**config.mk**
```make
export PLATFORM = sky130hd
export DESIGN_NAME = instr_decoder
export DESIGN_NICKNAME = d
export VERILOG_FILES = /design/src/rtl/instr_dec_pkg.sv /design/src/rtl/alu_fmt_dec.sv /design/src/rtl/mov_fmt_dec.sv /design/src/rtl/instr_decoder.sv
export SDC_FILE = /design/constraint.sdc
export NUM_CORES = 1
export LEC_CHECK = 0
export BUFFER_PORTS_ARGS = -buffer_cell sky130_fd_sc_hd__buf_2
export CORE_ASPECT_RATIO = 1.5
export CORE_UTILIZATION = 45
export DETAILED_ROUTE_END_ITERATION = 8
export GPL_TIMING_DRIVEN = 0
export PLACE_DENSITY_LB_ADDON = 0.12
export SYNTH_ARGS = -nofsm -noshare
export SYNTH_HDL_FRONTEND = slang
export SYNTH_SLANG_ARGS = --single-unit
```
**constraint.sdc**
```tcl
create_clock -name clk_i -period 0.9 [get_ports clk_i]
set_input_delay 0.225 -clock clk_i [delete_from_list [all_inputs] [get_ports clk_i]]
set_output_delay 0.225 -clock clk_i [all_outputs]
set_load 0.05 [all_outputs]
```
**src/rtl/instr_dec_pkg.sv**
```systemverilog
package instr_dec_pkg;
  localparam int unsigned INSTR_W    = 32;
  localparam int unsigned CLASS_W    = 3;
  localparam int unsigned IDX_W      = 8;
  localparam int unsigned IMM_W      = 16;
  localparam int unsigned ALU_OPC_W  = INSTR_W - CLASS_W - 2 * IDX_W;
  localparam int unsigned MOV_OPC_W  = INSTR_W - CLASS_W - IDX_W - IMM_W;
  localparam int unsigned BODY_W     = INSTR_W - CLASS_W;

  typedef enum logic [1:0] {ACT_NONE, ACT_ALU, ACT_MOVE, ACT_JUMP} action_e;
  typedef enum logic [2:0] {ALU_ADD, ALU_SUB, ALU_SHL, ALU_SHR, ALU_CMP} alu_op_e;
  typedef enum logic       {SRC_REG, SRC_IMM} src_kind_e;
  typedef enum logic [1:0] {WR_FULL, WR_LOW, WR_HIGH} wr_half_e;
  typedef enum logic [CLASS_W-1:0] {
    CLS_JUMP = 3'd0, CLS_ALU = 3'd1, CLS_MOVE = 3'd2
  } instr_class_e;

  typedef struct packed {
    action_e              action;
    alu_op_e              alu_op;
    src_kind_e            src1_kind;
    logic [IDX_W-1:0]     src1_idx;
    src_kind_e            src2_kind;
    logic [IDX_W-1:0]     src2_idx;
    logic [IMM_W-1:0]     imm;
    logic [IDX_W-1:0]     dst_idx;
    wr_half_e             dst_half;
  } dec_fields_t;
endpackage

```
**src/rtl/alu_fmt_dec.sv**
```systemverilog
module alu_fmt_dec
  import instr_dec_pkg::*;
(
  input  logic [BODY_W-1:0] body_i,
  output dec_fields_t       fields_o,
  output logic              legal_o
);
  logic [ALU_OPC_W-1:0] opc;
  logic [IDX_W-1:0]     ra, rb;

  assign opc = body_i[BODY_W-1 -: ALU_OPC_W];
  assign ra  = body_i[2*IDX_W-1 -: IDX_W];
  assign rb  = body_i[IDX_W-1:0];

  always_comb begin
    fields_o           = '0;
    fields_o.action    = ACT_ALU;
    fields_o.src1_kind = SRC_REG;
    fields_o.src1_idx  = ra;
    fields_o.src2_kind = SRC_REG;
    fields_o.src2_idx  = rb;
    fields_o.dst_half  = WR_FULL;
    legal_o            = 1'b1;
    case (opc)
      ALU_OPC_W'(0): begin fields_o.alu_op = ALU_ADD; fields_o.dst_idx = rb; end
      ALU_OPC_W'(1): begin fields_o.alu_op = ALU_SUB; fields_o.dst_idx = rb; end
      ALU_OPC_W'(2): begin fields_o.alu_op = ALU_SHL; fields_o.dst_idx = ra; end
      ALU_OPC_W'(3): begin fields_o.alu_op = ALU_SHR; fields_o.dst_idx = ra; end
      ALU_OPC_W'(4): begin fields_o.alu_op = ALU_CMP; fields_o.dst_idx = rb; end
      default:       legal_o = 1'b0;
    endcase
  end
endmodule

```
**src/rtl/mov_fmt_dec.sv**
```systemverilog
module mov_fmt_dec
  import instr_dec_pkg::*;
(
  input  logic [BODY_W-1:0] body_i,
  output dec_fields_t       fields_o,
  output logic              legal_o
);
  logic [MOV_OPC_W-1:0] opc;

  assign opc = body_i[BODY_W-1 -: MOV_OPC_W];

  always_comb begin
    fields_o           = '0;
    fields_o.action    = ACT_MOVE;
    fields_o.src1_kind = SRC_IMM;
    fields_o.imm       = body_i[IMM_W-1:0];
    fields_o.dst_idx   = body_i[IMM_W+IDX_W-1 -: IDX_W];
    legal_o            = 1'b1;
    case (opc)
      MOV_OPC_W'(0): fields_o.dst_half = WR_LOW;
      MOV_OPC_W'(1): fields_o.dst_half = WR_HIGH;
      default:       legal_o = 1'b0;
    endcase
  end
endmodule

```
**src/rtl/instr_decoder.sv**
```systemverilog
module instr_decoder
  import instr_dec_pkg::*;
(
  input  logic                 clk_i,
  input  logic                 rst_ni,
  input  logic                 dec_valid_i,
  input  logic [INSTR_W-1:0]   instr_i,
  output logic [1:0]           action_o,
  output logic [2:0]           alu_op_o,
  output logic                 src1_kind_o,
  output logic [IDX_W-1:0]     src1_idx_o,
  output logic                 src2_kind_o,
  output logic [IDX_W-1:0]     src2_idx_o,
  output logic [IMM_W-1:0]     imm_o,
  output logic [IDX_W-1:0]     dst_idx_o,
  output logic [1:0]           dst_half_o,
  output logic                 illegal_o
);
  logic [CLASS_W-1:0] cls;
  logic [BODY_W-1:0]  body;
  dec_fields_t        alu_f, mov_f, jmp_f, nxt_f, q_f;
  logic               alu_ok, mov_ok, nxt_ok, ill_q;

  assign cls  = instr_i[INSTR_W-1 -: CLASS_W];
  assign body = instr_i[BODY_W-1:0];

  alu_fmt_dec u_alu (.body_i(body), .fields_o(alu_f), .legal_o(alu_ok));
  mov_fmt_dec u_mov (.body_i(body), .fields_o(mov_f), .legal_o(mov_ok));

  // jump operands are decoded elsewhere; only the class is reported
  always_comb begin
    jmp_f        = '0;
    jmp_f.action = ACT_JUMP;
  end

  always_comb begin
    nxt_f  = '0;
    nxt_ok = 1'b0;
    case (cls)
      CLS_JUMP: begin nxt_f = jmp_f; nxt_ok = 1'b1;   end
      CLS_ALU:  begin nxt_f = alu_f; nxt_ok = alu_ok; end
      CLS_MOVE: begin nxt_f = mov_f; nxt_ok = mov_ok; end
      default:  nxt_ok = 1'b0;
    endcase
  end

  always_ff @(posedge clk_i or negedge rst_ni) begin
    if (!rst_ni) begin
      q_f   <= '0;
      ill_q <= 1'b0;
    end else if (dec_valid_i) begin
      ill_q <= !nxt_ok;
      if (nxt_ok) q_f <= nxt_f;
    end
  end

  assign action_o    = q_f.action;
  assign alu_op_o    = q_f.alu_op;
  assign src1_kind_o = q_f.src1_kind;
  assign src1_idx_o  = q_f.src1_idx;
  assign src2_kind_o = q_f.src2_kind;
  assign src2_idx_o  = q_f.src2_idx;
  assign imm_o       = q_f.imm;
  assign dst_idx_o   = q_f.dst_idx;
  assign dst_half_o  = q_f.dst_half;
  assign illegal_o   = ill_q;
endmodule

```
==> results.sh <==
export IMPL_status="finished, violations left"
export IMPL_violations="hold timing, setup timing"
export IMPL_yosysTopAreaCell="dfrtp_1"
export IMPL_clock_sinks=49
export IMPL_critPathArrivalTime_ns=2.07
export IMPL_rsz0062_at_grt="yes"
export IMPL_synth_distinct_cells=34
export IMPL_setup_viol=98
export IMPL_grt_pass1_vias=2456
export IMPL_required_ns=1.10
export IMPL_dpl_hpwl_um=4680
export IMPL_ios=85
export IMPL_path_class="primary input to flop"
export IMPL_gr_usage_all_layers_pct=30.4
export IMPL_wirelength_um=8380
export IMPL_drc=0
export IMPL_cts_tree="built"
export IMPL_layout_setup_ws_ns=-0.973
export IMPL_syn_nets=275
export IMPL_post_route_util_pct=79.5
export IMPL_routed_via_density=5.87
export IMPL_layout_min_cycle_time_ns=1.87
export IMPL_grt_first_pass_wirelength_um=12400
export IMPL_hold_slack_ns=-0.0246
export IMPL_hold_path_class="primary input to async pin"
export IMPL_gp_congestion=0.822
export IMPL_ys_warnings_count=0
export IMPL_gr_total_overflow=0
export IMPL_area_growth_syn_to_layout_pct=67.2
export IMPL_p_leak_nw=1.79
export IMPL_rows=31
export IMPL_grt_max_degree=50
export IMPL_die_y_um=90.0
export IMPL_synth_yosys_seq_area_share_pct=52.8
export IMPL_clk_insertion_delay_late_ns=0.30
export IMPL_reg2reg_depth=3
export IMPL_holdBufCountCts=0
export IMPL_tns_ns=-52.21
export IMPL_finalNetCount=411
export IMPL_port_buffers=83
export IMPL_syn_area_sq_um=2320
export IMPL_endpoint_kind="flop"
export IMPL_worstSetupStartpointType="primary input"
export IMPL_fmax_mhz=534
export IMPL_start_util_pct=47.5
export IMPL_path_max_fanout=5
export IMPL_ant_nets=0
export IMPL_h_tree_depth=2
export IMPL_first_pass_iters=5
export IMPL_ys_top_cells_by_area="dfrtp_1 (53%), nand3_1 (8.0%), nand2_1 (6.5%), o21ai_1 (6.5%), o21ai_0 (2.8%)"
export IMPL_clk_pin_slew_ns=0.09
export IMPL_cts_buffers=5
export IMPL_wire_per_inst_um=18.9
export IMPL_drt_iter0_drc=238
export IMPL_finalClockSkew_ns=0
export IMPL_antenna_cells=0
export IMPL_vias=2602
export IMPL_ir_drop_uv=1150
export IMPL_drv_slew=0
export IMPL_period_share_pct=208
export IMPL_synth_seq_cells=49
export IMPL_core_region_area_sq_um=4890
export IMPL_cts_path_max_buffers=2
export IMPL_n_fill_cell=328
export IMPL_finalHoldViolCount=37
export IMPL_max_cap_violations=0
export IMPL_synth_cells=240
export IMPL_drive_above_1_share_pct=52.0
export IMPL_root_buffer="clkbuf_8"
export IMPL_floorplan_die_width_um=60.7
export IMPL_synth_top_area_share_pct=52.8
export IMPL_antenna_found_initial=0
export IMPL_cellPowerDensity_nw_per_um2=1500
export IMPL_slew_headroom_pct=54.2
export IMPL_worst_pin_slew_ns=0.684
export IMPL_syn_mean_instance_area_sq_um=9.68
export IMPL_dieArea_sq_um=5460
kinds of logic (layout without fill, tap and decap cells):
family,count (synthesis),count (layout),synth area share (%)
other,1,1,0.161
flip-flops,49,49,52.8
multiplexers,2,2,0.969
AND/OR/NAND/NOR,99,100,21.2
buffers and inverters,24,159,5.28
AO/OA/AOI/OAI,65,66,19.7
final cells by class:
cell class	instances	area, sq um	share of cell area [%]
sequential	49	1230	31.6
multi-input combinational	169	1200	30.8
timing repair buffer	128	1110	28.6
buffer	18	166	4.28
tap	66	82.6	2.13
clock buffer	6	72.6	1.87
inverter	5	18.8	0.483
clock inverter	2	10.0	0.258
final timing paths:
check	to	slack [ns]	start
max	dst_idx_o[5]	-0.97	instr_i[21]
min	imm_o[14]	-0.02	rst_ni
max reg2reg	dst_idx_o[4]	-0.10	dst_idx_o[4]
min reg2reg	src1_idx_o[5]	0.54	src1_idx_o[5]
max in group asynchronous	imm_o[3]	0.47	rst_ni
min in group clk_i	imm_o[0]	0.18	instr_i[0]
metal layers:
layer / track usage, % / up-vias / wire length [um]
met1: 38.6 / 1252 / 2980
met3: 5.61 / 46 / 576
met2: 49.1 / 167 / 4410
met4: 13.1 / 0 / 414
met5: 0 / - / 0
li1: - / 1137 / -
layout by cell type, fill, tap and decap left out, types with 2 or more instances in the layout:
master     count
or4_4          2
buf_2         31
mux2_4         2
a2bb2oi_1      2
buf_4         40
clkbuf_8       7
a41oi_4        2
buf_6         58
nand2_1       38
a22oi_1        3
nor2_1         2
buf_8          4
nor3_1         4
inv_1          5
o21ai_2       18
clkbuf_2       3
clkinv_2       2
o211a_1        4
a2bb2oi_2      2
nand2_2        2
dfrtp_1       49
a221o_1        4
nand2b_1       4
o21ai_1       21
o21ai_0        4
clkbuf_4       3
nand3_1       32
clkbuf_1       5
nand3_2        6
Yosys cell counts:
cell	count
nor4_4	1
a221o_1	4
and3_1	1
and2_1	1
conb_1	1
buf_2	2
a2111oi_4	1
or4_1	2
inv_1	5
a211oi_1	1
mux2_2	2
nor2b_1	1
buf_6	3
o21ai_1	30
a31o_2	1
nand3_1	37
nand2b_1	4
a22oi_1	4
nand3_2	1
or4_4	1
nor2_1	3
clkbuf_1	12
a41oi_4	1
o211a_1	4
o41ai_2	1
nor4b_1	1
o32ai_1	1
nand2_1	40
o21ai_0	13
a2bb2oi_1	4
nor3_1	4
nor3b_1	2
dfrtp_1	49
buf_4	2
metrics by stage:
step	cell area (sq um)	power (W)	instances	setup WS, ns
after floorplan	2360	0.00346	240	-1.11
after global placement	2860	0.00390	389	-1.50
after detailed placement	2860	0.00391	389	-1.50
after CTS	3640	0.00562	424	-0.938
after global routing	3880	0.00603	443	-1.01
final	3880	0.00584	443	-0.973
registers in the layout, indices dropped and copies added (netlist names):
| name | count |
|---|---|
| action_o | 2 |
| alu_op_o | 3 |
| dst_half_o | 2 |
| dst_idx_o | 8 |
| illegal_o | 1 |
| imm_o | 16 |
| src1_idx_o | 8 |
| src1_kind_o | 1 |
| src2_idx_o | 8 |
critical path: stages:
cell,delay [ns]
buf_6,0.10
or4_4,0.55
nor4_4,0.25
buf_6,0.18
buf_4,0.12
a41oi_4,0.14
a221o_1,0.37
o211a_1,0.13
power breakdown:
group | switching [W] | internal, W
combinational | 0.00119 | 0.000830
clock | 0.000743 | 0.000541
sequential | 0.000150 | 0.00238
repair_timing:
item,in CTS,in global routing
endpoints found under the hold margin,0,0
cloned,3,1
endpoints found under the setup margin,98,147
resized for setup,147,29
pin swaps,19,10
setup buffers,25,18
Note: power is estimated with default switching activity, not from simulation.
